**src/rtl/fec_rx_csr_pkg.sv**
```systemverilog
package fec_rx_csr_pkg;

    localparam int ADDR_W    = 12;
    localparam int DATA_W    = 32;
    localparam int NUM_LANES = 4;
    localparam int LANE_ID_W = 2;
    localparam int LANE_FLD_LSB = 8;

    localparam logic [ADDR_W-1:0] A_REV     = 12'hD00;
    localparam logic [ADDR_W-1:0] A_SCRATCH = 12'hD01;
    localparam logic [ADDR_W-1:0] A_ID_LO   = 12'hD02;
    localparam logic [ADDR_W-1:0] A_ID_MID  = 12'hD03;
    localparam logic [ADDR_W-1:0] A_ID_HI   = 12'hD04;
    localparam logic [ADDR_W-1:0] A_CTRL    = 12'hD05;
    localparam logic [ADDR_W-1:0] A_STATUS  = 12'hD06;
    localparam logic [ADDR_W-1:0] A_CORR    = 12'hD07;
    localparam logic [ADDR_W-1:0] A_UNCORR  = 12'hD08;

    localparam logic [DATA_W-1:0] REV_WORD    = 32'h0515_2015;
    localparam logic [DATA_W-1:0] ID_LO_WORD  = 32'h436F_5258;
    localparam logic [DATA_W-1:0] ID_MID_WORD = 32'h5253_4645;
    localparam logic [DATA_W-1:0] ID_HI_WORD  = 32'h3130_3067;

    localparam int CTRL_BYPASS_BIT  = 0;
    localparam int CTRL_RESTART_BIT = 4;
    localparam int STAT_ALIGN_BIT   = 4;

    typedef struct packed {
        logic restart;
        logic bypass;
    } ctrl_t;

    typedef struct packed {
        logic [NUM_LANES-1:0]           lock;
        logic                           aligned;
        logic [NUM_LANES*LANE_ID_W-1:0] lanes;
    } status_t;

    function automatic logic [DATA_W-1:0] ctrl_word(input ctrl_t c);
        logic [DATA_W-1:0] w;
        w = '0;
        w[CTRL_BYPASS_BIT]  = c.bypass;
        w[CTRL_RESTART_BIT] = c.restart;
        return w;
    endfunction

    function automatic logic is_mapped(input logic [ADDR_W-1:0] a);
        return (a >= A_REV) && (a <= A_UNCORR);
    endfunction

endpackage

```
**src/rtl/fec_rx_sat_cnt.sv**
```systemverilog
module fec_rx_sat_cnt #(
    parameter int W = 32
) (
    input  logic         clk,
    input  logic         rst,
    input  logic         inc,
    input  logic         clr,
    output logic [W-1:0] cnt
);
    localparam logic [W-1:0] CNT_MAX = '1;

    always_ff @(posedge clk) begin
        if (rst) begin
            cnt <= '0;
        end else if (clr) begin
            cnt <= inc ? W'(1) : '0;
        end else if (inc && cnt != CNT_MAX) begin
            cnt <= cnt + W'(1);
        end
    end

    assert_hold_at_max_R8: assert property (@(posedge clk) disable iff (rst)
        (cnt == CNT_MAX && !clr) |=> cnt == CNT_MAX);

    assert_clear_on_read_R9: assert property (@(posedge clk) disable iff (rst)
        (clr && !inc) |=> cnt == '0);

    assert_read_with_event_R10: assert property (@(posedge clk) disable iff (rst)
        (clr && inc) |=> cnt == W'(1));

    assert_idle_stable_R7: assert property (@(posedge clk) disable iff (rst)
        (!clr && !inc) |=> $stable(cnt));

endmodule

```
**src/rtl/fec_rx_ctrl_reg.sv**
```systemverilog
module fec_rx_ctrl_reg
    import fec_rx_csr_pkg::*;
(
    input  logic  clk,
    input  logic  rst,
    input  logic  wr_ctrl,
    input  logic  wbit_bypass,
    input  logic  wbit_restart,
    input  logic  restart_ack,
    output ctrl_t ctrl
);
    logic set_restart;
    assign set_restart = wr_ctrl && wbit_restart;

    always_ff @(posedge clk) begin
        if (rst) begin
            ctrl <= '0;
        end else begin
            if (wr_ctrl)
                ctrl.bypass <= wbit_bypass;
            if (set_restart)
                ctrl.restart <= 1'b1;
            else if (restart_ack)
                ctrl.restart <= 1'b0;
        end
    end

    assert_restart_pending_R4: assert property (@(posedge clk) disable iff (rst)
        (ctrl.restart && !restart_ack) |=> ctrl.restart);

    assert_restart_ack_clears_R4: assert property (@(posedge clk) disable iff (rst)
        (restart_ack && !wr_ctrl) |=> !ctrl.restart);

    assert_bypass_only_by_write_R3: assert property (@(posedge clk) disable iff (rst)
        !wr_ctrl |=> $stable(ctrl.bypass));

endmodule

```
**src/rtl/fec_rx_status_pack.sv**
```systemverilog
module fec_rx_status_pack
    import fec_rx_csr_pkg::*;
(
    input  logic [NUM_LANES-1:0]           lock,
    input  logic                           aligned,
    input  logic [NUM_LANES*LANE_ID_W-1:0] lane_map,
    output logic [DATA_W-1:0]              word
);
    status_t st;

    assign st.lock    = lock;
    assign st.aligned = aligned;

    genvar g;
    generate
        for (g = 0; g < NUM_LANES; g++) begin : g_lane
            assign st.lanes[g*LANE_ID_W +: LANE_ID_W] =
                lock[g] ? lane_map[g*LANE_ID_W +: LANE_ID_W] : '0;
        end
    endgenerate

    always_comb begin
        word = '0;
        word[NUM_LANES-1:0] = st.lock;
        word[STAT_ALIGN_BIT] = st.aligned;
        word[LANE_FLD_LSB +: NUM_LANES*LANE_ID_W] = st.lanes;
    end

endmodule

```
**src/rtl/fec_rx_csr.sv**
```systemverilog
module fec_rx_csr
    import fec_rx_csr_pkg::*;
#(
    parameter int CNT_W = 32
) (
    input  logic        clk,
    input  logic        rst,
    input  logic        wr_en,
    input  logic        rd_en,
    input  logic [11:0] addr,
    input  logic [31:0] wdata,
    output logic [31:0] rdata,
    input  logic [3:0]  amps_lock,
    input  logic        align_done,
    input  logic [7:0]  fec_lane_map,
    input  logic        corr_cw_inc,
    input  logic        uncorr_cw_inc,
    input  logic        restart_ack,
    output logic        bypass_decoder,
    output logic        restart_req
);
    localparam int NUM_CNT = 2;

    logic [DATA_W-1:0] scratch_q;
    ctrl_t             ctrl;
    logic [DATA_W-1:0] status_word;
    logic [DATA_W-1:0] rd_value;

    logic [NUM_CNT-1:0]       cnt_inc;
    logic [NUM_CNT-1:0]       cnt_clr;
    logic [ADDR_W-1:0]        cnt_addr [NUM_CNT];
    logic [CNT_W-1:0]         cnt_val  [NUM_CNT];

    assign cnt_inc     = {uncorr_cw_inc, corr_cw_inc};
    assign cnt_addr[0] = A_CORR;
    assign cnt_addr[1] = A_UNCORR;

    always_ff @(posedge clk) begin
        if (rst)
            scratch_q <= '0;
        else if (wr_en && addr == A_SCRATCH)
            scratch_q <= wdata;
    end

    fec_rx_ctrl_reg u_ctrl (
        .clk          (clk),
        .rst          (rst),
        .wr_ctrl      (wr_en && addr == A_CTRL),
        .wbit_bypass  (wdata[CTRL_BYPASS_BIT]),
        .wbit_restart (wdata[CTRL_RESTART_BIT]),
        .restart_ack  (restart_ack),
        .ctrl         (ctrl)
    );

    assign bypass_decoder = ctrl.bypass;
    assign restart_req    = ctrl.restart;

    fec_rx_status_pack u_status (
        .lock     (amps_lock),
        .aligned  (align_done),
        .lane_map (fec_lane_map),
        .word     (status_word)
    );

    genvar g;
    generate
        for (g = 0; g < NUM_CNT; g++) begin : g_cnt
            assign cnt_clr[g] = rd_en && addr == cnt_addr[g];
            fec_rx_sat_cnt #(.W(CNT_W)) u_cnt (
                .clk (clk),
                .rst (rst),
                .inc (cnt_inc[g]),
                .clr (cnt_clr[g]),
                .cnt (cnt_val[g])
            );
        end
    endgenerate

    always_comb begin
        unique case (addr)
            A_REV:     rd_value = REV_WORD;
            A_SCRATCH: rd_value = scratch_q;
            A_ID_LO:   rd_value = ID_LO_WORD;
            A_ID_MID:  rd_value = ID_MID_WORD;
            A_ID_HI:   rd_value = ID_HI_WORD;
            A_CTRL:    rd_value = ctrl_word(ctrl);
            A_STATUS:  rd_value = status_word;
            A_CORR:    rd_value = DATA_W'(cnt_val[0]);
            A_UNCORR:  rd_value = DATA_W'(cnt_val[1]);
            default:   rd_value = '0;
        endcase
    end

    always_ff @(posedge clk) begin
        if (rst)
            rdata <= '0;
        else
            rdata <= rd_en ? rd_value : '0;
    end

    assert_idle_bus_R12: assert property (@(posedge clk) disable iff (rst)
        !rd_en |=> rdata == '0);

    assert_unmapped_zero_R11: assert property (@(posedge clk) disable iff (rst)
        (rd_en && !is_mapped(addr)) |=> rdata == '0);

    assert_rev_word_R1: assert property (@(posedge clk) disable iff (rst)
        (rd_en && addr == A_REV) |=> rdata == 32'h0515_2015);

    assert_lane0_masked_R6: assert property (@(posedge clk) disable iff (rst)
        (rd_en && addr == A_STATUS && !amps_lock[0]) |=> rdata[9:8] == 2'b00);

    assert_scratch_kept_R2: assert property (@(posedge clk) disable iff (rst)
        !(wr_en && addr == A_SCRATCH) |=> $stable(scratch_q));

endmodule

```
**config.mk**
```make
export PLATFORM = sky130hd
export DESIGN_NAME = fec_rx_csr
export DESIGN_NICKNAME = d
export VERILOG_FILES = /design/src/rtl/fec_rx_csr_pkg.sv /design/src/rtl/fec_rx_sat_cnt.sv /design/src/rtl/fec_rx_ctrl_reg.sv /design/src/rtl/fec_rx_status_pack.sv /design/src/rtl/fec_rx_csr.sv
export SDC_FILE = /design/constraint.sdc
export NUM_CORES = 1
export LEC_CHECK = 0
export CAP_MARGIN = 20
export CORE_ASPECT_RATIO = 1.75
export CORE_UTILIZATION = 35
export CTS_CLUSTER_DIAMETER = 50
export DETAILED_ROUTE_END_ITERATION = 10
export DONT_BUFFER_PORTS = 1
export SLEW_MARGIN = 20
export SYNTH_ARGS = -nofsm -noshare
export SYNTH_HDL_FRONTEND = slang
export SYNTH_SLANG_ARGS = --single-unit
```
**constraint.sdc**
```tcl
create_clock -name clk -period 3.2 [get_ports clk]
set_input_delay 0.64 -clock clk [delete_from_list [all_inputs] [get_ports clk]]
set_output_delay 0.64 -clock clk [all_outputs]
set_load 0.1 [all_outputs]
```
==> impl_metrics.toml, run 1 <==
[die]
num_rows = 63
die_x_um = 102
dieArea_um2 = 18200
fp.dieH_um = 178
ios = 98
initial_utilization = 0.361
coreArea_um2 = 17100

[drt]
drc = 0
wl_per_cell_um = 20.5
met3_length_um = 1360
wl_um = 20700
dr_wl_met2_um = 10600
ant_nets = 0
first_pass_iters = 6
drt-vias-per-instance = 5.96
dr_total_vias = 6005
drt-met1-wl_um = 7690
routed.top_layer = "met4"
drtIter0Drc = 415

[status]
outcome = "finished, final reports clean"

[clock_network]
insertion_delay_ns = 0.43
clk_path_buf_depth = 2
cts_resized = 0
cts_sinks = 130
cts_buffers = 17
htree_levels = 4
clockRootBuffer = "clkbuf_16"
cts_hold_buf = 0
cts_setup_buffers = 0
cts_tree = "yes"
clkTransAtPathRegs_ns = 0.06

[finish]
drive_gt1_frac = 0.0896
fin_nets = 834
fin_util = 0.413
final_area_um2 = 7060
insertedDiodeCount = 0
area_growth_pct = 14.2

[logic_synthesis]
synth_cell_types = 56
synth-edff-count = 0
synth_seq_cells = 130
synth_cells = 781
yosysWarnings = 0
synth_nets = 847
synth_seq_area_share = 0.421
ys.flop_type = "dfxtp_1"
synth.avg_cell_area_um2 = 7.91
synthesis.area_um2 = 6180
async_flop_share = 0

[critical_path]
cp-start-kind = "register"
crit_start = "g_cnt[0].u_cnt.cnt[12]$_SDFFE_PP0P_"
path_class = "register to register"
cpPeakStageDelay_ns = 0.64
crit_path_end_kind = "register"
crit_required_ns = 3.52
slowest_stage = "o31ai_4"
crit_chain = "nand4_1, or4_4, o31ai_4, buf_12, mux2i_1, nor2_1"
critPathArrivalTime_ns = 2.85
critPathTopFamily = "simple AND/OR/NAND/NOR gates"
critical_path.max_fanout = 25
r2r_start = "g_cnt[0].u_cnt.cnt[12]$_SDFFE_PP0P_"
critPathBufInv = 1

[sta]
setup_viol = 0
timing.final.crit_share = 0.791
period_needed_ns = 2.53
tns_ns = 0
hold_viol = 0
tightestPinTransition_ns = 1.03
max_freq_ghz = 0.395
fin_skew_ns = 0.00614
rsz0062_at_grt = "false"
maxSlewViolCount = 0
max_slew_margin = 0.311

[pwr]
peakVddDrop_v = 0.000320
leakagePower_nw = 2.11
powerDensity_nw_per_um2 = 521

[global_routing]
grt_max_degree = 43
grt_pass1_wl_um = 31500
grt_pass1_vias = 5750
global_route.usage.total = 0.235
antenna_found_initial = 0
globalRouteOverflowTotal = 0

[placed_design]
placed_cell_area_um2 = 6470
hpwl_um = 15300
place.gp.congestion = 0.851
io_buffers = 0

[min_path]
worstHoldStart = "rst"
hp-class = "primary input to register"

[flow_run]
cap_violations = 0
[synth_stat cells, types with 7 or more instances]
| cell type | count | area (um2) |
|---|---|---|
| dfxtp_1 | 130 | 2600 |
| o21ai_0 | 32 | 160 |
| or4_1 | 22 | 165 |
| o31ai_1 | 22 | 165 |
| a31oi_1 | 10 | 62.6 |
| a21o_1 | 8 | 60.1 |
| nand2_1 | 129 | 484 |
| nand3_1 | 32 | 160 |
| nand4_1 | 22 | 138 |
| nor2b_1 | 7 | 43.8 |
| a221oi_1 | 8 | 70.1 |
| nor3_1 | 14 | 70.1 |
| and3_1 | 8 | 50.1 |
| nor4_1 | 10 | 62.6 |
| inv_1 | 11 | 41.3 |
| nor2_1 | 28 | 105 |
| or3_1 | 34 | 213 |
| clkbuf_1 | 42 | 158 |
| a22oi_1 | 11 | 82.6 |
| a21oi_1 | 113 | 566 |
| buf_2 | 10 | 50.1 |
[path summary, 6_finish.rpt]
path / end / slack, ns / cells after the start
max: g_cnt[0].u_cnt.cnt[1]$_SDFFE_PP0P_ / 0.67 / 6
min: scratch_q[16]$_SDFFE_PP0P_ / 0.28 / 1
max reg2reg: g_cnt[0].u_cnt.cnt[1]$_SDFFE_PP0P_ / 0.67 / 6
min reg2reg: scratch_q[16]$_SDFFE_PP0P_ / 0.45 / 2
[metal layers]
metal  GRT usage  up-vias
li1            -     2868
met1       0.251     2862
met2       0.401      213
met3      0.0662       62
met4       0.140        0
met5           0        -
[stage by stage]
step	hold slack, ns	setup slack (ns)	cells	power, W
finish	0.281	0.668	1008	0.00367
global route	0.265	0.525	1008	0.00378
CTS	0.266	0.667	1008	0.00371
detailed placement	0.440	0.402	976	0.00175
global placement	0.437	0.468	976	0.00175
floorplan	0.429	0.646	781	0.00174
[kinds of logic after synthesis]
group | after synthesis | share of synthesized area
simple gates | 338 | 0.287
compound gates | 232 | 0.227
flops | 130 | 0.421
buf+inv | 67 | 0.0427
xor+xnor | 6 | 0.00851
mux | 6 | 0.00972
fa+ha+maj | 2 | 0.00405
[cell usage in the layout (no fill, tap or decap), drive strengths merged, types with 3 or more instances in the layout]
| cell | n |
|---|---|
| clkbuf | 21 |
| or4 | 24 |
| xor2 | 3 |
| a31oi | 10 |
| nor4 | 11 |
| or2 | 4 |
| buf | 24 |
| and3 | 8 |
| a222oi | 6 |
| inv | 11 |
| dfxtp | 130 |
| a21oi | 113 |
| nor2 | 28 |
| mux2i | 6 |
| clkinv | 7 |
| o22ai | 4 |
| nand4 | 24 |
| bufinv | 3 |
| a21o | 8 |
| and4 | 6 |
| nand3 | 33 |
| a221oi | 8 |
| xnor2 | 3 |
| or3 | 36 |
| nand2 | 129 |
| nor3 | 15 |
| o21ai | 32 |
| a22oi | 11 |
| nor2b | 7 |
| o31ai | 22 |
| a41oi | 4 |
| nand3b | 3 |
[layout make-up]
type	instances	area (um2)
well taps	227	284
flip-flops and latches	130	2600
repair buffers	24	205
inverters	11	41.3
clock buffers	21	450
clock inverters	11	136
multi-input cells	584	3340
fillers	1723	10000
[state kept, by name, indices dropped and copies added (netlist names)]
name / flops
rdata: 32
g_cnt.u_cnt.cnt: 64
scratch_q: 32
u_ctrl.ctrl: 2
[power by group]
| group | switching (W) | internal (W) | total [W] |
|---|---|---|---|
| Sequential | 0.00000637 | 0.00162 | 0.00163 |
| Clock | 0.000725 | 0.00124 | 0.00196 |
| Combinational | 0.0000516 | 0.0000321 | 0.0000837 |
[worst reg2reg max path: stages (launching register included)]
cell and delay, ns:
dfxtp_1 0.43, nand4_1 0.26, or4_4 0.60, o31ai_4 0.64, buf_12 0.24, mux2i_1 0.20, nor2_1 0.05
Power figures use the tool's default switching activity.
==> run 2, diff against run 1 <==
- ABC_AREA: unset -> 1
- clock period: 3.2 -> 2.2 ns (I/O delays scaled with it)
==> run 2 against run 1 <==
  * The flow now finishes with violations (DRC)
  * Count of clock-buffer cells in the layout is 4 higher
  * Global-route usage is 1.2 points higher
  * Sequential cell count stayed put
  * Critical endpoint is now g_cnt[0].u_cnt.cnt[26]$_SDFFE_PP0P_
  * Power is 51% higher
  * Combinational power is 140% higher
  * Die area is 20% higher
  * Setup slack worse by 0.53 ns
  * Via count is 32% higher
  * Final cell count is 52% higher
==> impl_metrics.toml, run 2 <==
[status]
outcome = "finished, violations left"
violations = "DRC"

[die]
num_rows = 70
dieArea_um2 = 21900
coreArea_um2 = 20800
initial_utilization = 0.357
fp.dieH_um = 195
die_x_um = 112
ios = 98

[finish]
area_growth_pct = 18.8
largest_register_ffs = 64
reg.largest.list = "g_cnt.u_cnt.cnt x64, rdata x32, scratch_q x32"
fin_util = 0.424
fin_nets = 1332
final_area_um2 = 8850
nFillCells = 2253
top_register = "g_cnt.u_cnt.cnt"
final_common_cell = "nand2_1"
drive_gt1_frac = 0.149
layout_common_cells = "316 x nand2_1, 165 x nor2_1, 134 x inv_1, 130 x dfxtp_1, 119 x nand3_1"

[global_routing]
global_route.usage.total = 0.247
grt_max_degree = 35
globalRouteOverflowTotal = 0
grt_pass1_vias = 7784
antenna_found_initial = 1
grt_pass1_wl_um = 40400

[sta]
max_slew_margin = 0.647
max_freq_ghz = 0.486
timing.final.crit_share = 0.935
hold_viol = 0
rsz0062_at_grt = "false"
fin_skew_ns = 0.00867
setup_viol = 0
tightestPinTransition_ns = 0.527
maxSlewViolCount = 0
tns_ns = 0
period_needed_ns = 2.06

[pwr]
peakVddDrop_v = 0.000517
powerDensity_nw_per_um2 = 628
leakagePower_nw = 3.40
power_w = 0.00555

[drt]
wl_um = 26400
drtIter0Drc = 432
drc = 4
wl_per_cell_um = 17.3
first_pass_iters = 8
drt-vias-per-instance = 5.19
ant_nets = 0
dr_total_vias = 7945

[logic_synthesis]
async_flop_share = 0
synth_top_cell_by_area = "dfxtp_1"
synth_seq_cells = 130
synth-edff-count = 0
synth_seq_area_share = 0.349
synth_cell_types = 31
synth.avg_cell_area_um2 = 6.26
synth_cells = 1190
synth.most_common_cell = "nand2_1"
ys.flop_type = "dfxtp_1"
synthTopCellsByArea = "dfxtp_1 35%, nand2_1 16%, nor2_1 8.3%"
synth_nets = 1256
synth_commonest_cells = "316 x nand2_1, 165 x nor2_1, 134 x inv_1, 130 x dfxtp_1, 119 x nand3_1"
synth.top_cell.area_share = 0.349
yosysWarnings = 0
synthesis.area_um2 = 7450

[clock_network]
cts_hold_buf = 0
clkTransAtPathRegs_ns = 0.06
clk_path_buf_depth = 2
cts_resized = 0
htree_levels = 4
cts_setup_buffers = 0
cts_buffers = 17
cts_sinks = 130
cts_tree = "yes"
insertion_delay_ns = 0.43
clockRootBuffer = "clkbuf_16"

[placed_design]
io_buffers = 0
hpwl_um = 21400
placed_cell_area_um2 = 8250
place.gp.congestion = 0.971

[min_path]
hp-class = "primary input to register"

[critical_path]
crit_required_ns = 2.50
critical_path.max_fanout = 9
path_class = "register to register"
crit_path_end_kind = "register"
critPathArrivalTime_ns = 2.36
cp-start-kind = "register"
ff2ff_setup_slack_ns = 0.14

[flow_run]
cap_violations = 0
==> run 2: changes by cell type after synthesis, sizes merged, moves of 14 or more <==
| cell | before | now |
|---|---|---|
| a21oi | 113 | 78 |
| o21ai | 32 | 78 |
| nor2 | 28 | 209 |
| nor3 | 15 | 1 |
| o31ai | 22 | 0 |
| nand2 | 129 | 335 |
| inv | 11 | 141 |
| or4 | 24 | 0 |
| clkbuf | 42 | 16 |
| or3 | 36 | 0 |
| nand3 | 33 | 121 |
==> run 2: critical path, stage by stage, from the launching register on <==
cell     delay [ns]
dfxtp_1        0.39
ha_1           0.20
nand2_1        0.13
nor2_4         0.18
nand2_4        0.11
nor2_8         0.18
nand2_4        0.09
nand2_4        0.15
nand2_2        0.07
nand2_1        0.32
o21ai_1        0.10
==> run 2: logic make-up after synthesis <==
| kind of cell | after synthesis | share of synthesized area |
|---|---|---|
| buffers and inverters | 178 | 0.101 |
| xor gates and xnor gates | 4 | 0.00470 |
| adders and majority gates | 2 | 0.00336 |
| DFF | 130 | 0.349 |
| and+or+nand+nor | 702 | 0.420 |
| AOI/OAI and AO/OA | 174 | 0.121 |
==> run 2: routing by layer <==
layer,track usage,part of all wire
met5,0,0
met4,0.202,0.078
met3,0.0376,0.045
met2,0.463,0.53
met1,0.234,0.34
==> run 2: worst paths after layout <==
check | depth (start not counted) | to | start
max | 10 | g_cnt[0].u_cnt.cnt[26]$_SDFFE_PP0P_ | g_cnt[0].u_cnt.cnt[1]$_SDFFE_PP0P_
min | 1 | g_cnt[0].u_cnt.cnt[9]$_SDFFE_PP0P_ | rst
min reg2reg | 2 | scratch_q[3]$_SDFFE_PP0P_ | scratch_q[3]$_SDFFE_PP0P_
max reg2reg | 10 | g_cnt[0].u_cnt.cnt[26]$_SDFFE_PP0P_ | g_cnt[0].u_cnt.cnt[1]$_SDFFE_PP0P_
==> run 2: power breakdown <==
part	internal (W)	leakage, nW	switching, W	total, W
registers	0.00238	1.05	0.0000303	0.00241
logic	0.0000624	2.06	0.000140	0.000202
clock network	0.00189	0.293	0.00106	0.00294
total	0.00433	3.40	0.00123	0.00555
==> run 2: per-stage QoR <==
| stage | worst slack, ns | hold WS (ns) | cells |
|---|---|---|---|
| final | 0.142 | 0.0758 | 1530 |
| after global routing | 0.0239 | 0.0729 | 1530 |
| after CTS | 0.139 | 0.0705 | 1529 |
| after detailed placement | 0.153 | 0.442 | 1499 |
| after global placement | 0.166 | 0.433 | 1499 |
| after floorplan | 0.391 | 0.424 | 1190 |
==> run 2: layout make-up <==
cell class,count,area (um2),area share
multi-input combinational,882,4090,0.462
sequential,130,2600,0.294
timing repair buffer,92,703,0.0795
inverter,143,537,0.0607
clock buffer,25,495,0.0560
tap,252,315,0.0356
clock inverter,5,100,0.0113
antenna,1,2.50,0.000283
==> run 3, diff against run 2 <==
- CORE_ASPECT_RATIO: 1.75 -> unset
==> run 3 against run 2 <==
  * The flow now finishes without violations
  * Fmax grew 1.6%
  * Global-route usage shrank 1.1 points
  * Sequential share of layout area shrank 0.14 points
  * Clock skew grew 0.0021 ns
  * Critical path depth is the same
  * Hold slack gained 0.0035 ns
  * Clock power grew 8.2%
  * First-iteration DRC count grew 35%
  * Non-clock buffer count shrank 6
  * Via count shrank 0.68%
  * Routed wire length shrank 5.4%
  * Critical endpoint is now g_cnt[0].u_cnt.cnt[23]$_SDFFE_PP0P_
  * Largest power group unchanged
==> impl_metrics.toml, run 3 (synthesized netlist as in run 2, its figures left out) <==
[critical_path]
crit_path_end_kind = "register"
crit_start = "g_cnt[0].u_cnt.cnt[1]$_SDFFE_PP0P_"
critical_path.max_fanout = 9
r2r_start = "g_cnt[0].u_cnt.cnt[1]$_SDFFE_PP0P_"
cp-start-kind = "register"
crit_required_ns = 2.50
ff2ff_path_depth = 10
path_class = "register to register"
critPathArrivalTime_ns = 2.33

[finish]
multi_input_area_um2 = 4090
fin_util = 0.424
layout_common_cells = "316 x nand2_1, 165 x nor2_1, 134 x inv_1, 130 x dfxtp_1, 119 x nand3_1"
area_growth_pct = 19.4
fin_nets = 1326
nFillCells = 2248
final_common_cell = "nand2_1"
insertedDiodeCount = 0
register_area_um2 = 2600
reg.largest.list = "g_cnt.u_cnt.cnt x64, rdata x32, scratch_q x32"
drive_gt1_frac = 0.148
largest_register_ffs = 64
top_register = "g_cnt.u_cnt.cnt"

[flow_run]
cap_violations = 0

[pwr]
peakVddDrop_v = 0.000423
leakagePower_nw = 3.40
powerDensity_nw_per_um2 = 652

[global_routing]
globalRouteOverflowTotal = 0
grt_max_degree = 32
grt_pass1_wl_um = 39400
grt_pass1_vias = 7400
global_route.usage.total = 0.236
antenna_found_initial = 0

[clock_network]
cts_resized = 0
cts_setup_buffers = 0
cts_tree = "yes"
insertion_delay_ns = 0.43
clk_path_buf_depth = 2
htree_levels = 4
cts_hold_buf = 0
clockRootBuffer = "clkbuf_16"
cts_buffers = 17
cts_sinks = 130
clkTransAtPathRegs_ns = 0.06

[status]
outcome = "finished, final reports clean"

[die]
die_x_um = 148
num_rows = 53
dieArea_um2 = 21900
initial_utilization = 0.355
coreArea_um2 = 21000
ios = 98
fp.dieH_um = 148

[placed_design]
io_buffers = 0
place.gp.congestion = 0.935
hpwl_um = 19300

[sta]
max_slew_margin = 0.603
rsz0062_at_grt = "false"
tns_ns = 0
maxSlewViolCount = 0
tightestPinTransition_ns = 0.593
hold_viol = 0
fin_skew_ns = 0.0107
setup_viol = 0
timing.final.crit_share = 0.921
max_freq_ghz = 0.494
period_needed_ns = 2.03

[drt]
drc = 0
drtIter0Drc = 583
drt-vias-per-instance = 5.10
wl_um = 25000
dr_total_vias = 7891
first_pass_iters = 6
wl_per_cell_um = 16.1
ant_nets = 0

[min_path]
hp-class = "primary input to register"
hold_path_depth = 1
worstHoldStart = "rst"
[run 3: changes by cell type in the layout (fill, tap and decap cells not counted), sizes merged]
| cell | before | now |
|---|---|---|
| diode | 1 | 0 |
| clkbuf | 25 | 24 |
| bufinv | 3 | 4 |
| clkinvlp | 0 | 1 |
| buf | 92 | 86 |
| clkinv | 4 | 5 |
[run 3: worst max-delay path: stages, from the launching register on]
cell,delay (ns)
dfxtp_1,0.39
ha_1,0.21
nand2_1,0.11
nor2_4,0.18
nand2_4,0.10
nor2_8,0.18
nand2_4,0.13
nand2_4,0.15
nand2_2,0.07
nand2_1,0.27
o21ai_1,0.10
[run 3: metal layers]
metal | wire length, um | track usage | part of all wire | vias to the layer above
li1 | - | - | - | 3954
met1 | 10700 | 0.291 | 0.43 | 3664
met2 | 12300 | 0.408 | 0.49 | 232
met3 | 1390 | 0.0466 | 0.056 | 41
met4 | 553 | 0.0789 | 0.022 | 0
met5 | 0 | 0 | 0 | -
[run 3: path summary, 6_finish.rpt]
check	to	slack, ns
max	g_cnt[0].u_cnt.cnt[23]$_SDFFE_PP0P_	0.17
min	g_cnt[1].u_cnt.cnt[10]$_SDFFE_PP0P_	0.08
max reg2reg	g_cnt[0].u_cnt.cnt[23]$_SDFFE_PP0P_	0.17
min reg2reg	scratch_q[10]$_SDFFE_PP0P_	0.45
[run 3: final cells by class]
class,instances,area share
multi-input combinational,882,0.460
sequential,130,0.293
timing repair buffer,86,0.0740
inverter,143,0.0604
clock buffer,24,0.0576
tap,275,0.0387
clock inverter,8,0.0165
[run 3: stage by stage]
step | cells | hold slack (ns) | worst slack [ns] | power [W] | area (um2)
2_1_floorplan | 1190 | 0.424 | 0.391 | 0.00260 | 7450
3_3_place_gp | 1516 | 0.443 | 0.161 | 0.00266 | 8230
3_5_place_dp | 1516 | 0.441 | 0.188 | 0.00266 | 8230
4_1_cts | 1548 | 0.0601 | 0.188 | 0.00583 | 8890
5_1_grt | 1548 | 0.0659 | 0.0308 | 0.00595 | 8890
6_report | 1548 | 0.0793 | 0.175 | 0.00580 | 8890
[run 3: power breakdown]
group | leakage, nW | internal [W] | switching (W)
Clock | 0.322 | 0.00208 | 0.00110
Sequential | 1.05 | 0.00237 | 0.0000205
Combinational | 2.03 | 0.0000725 | 0.000149
Total | 3.40 | 0.00452 | 0.00127
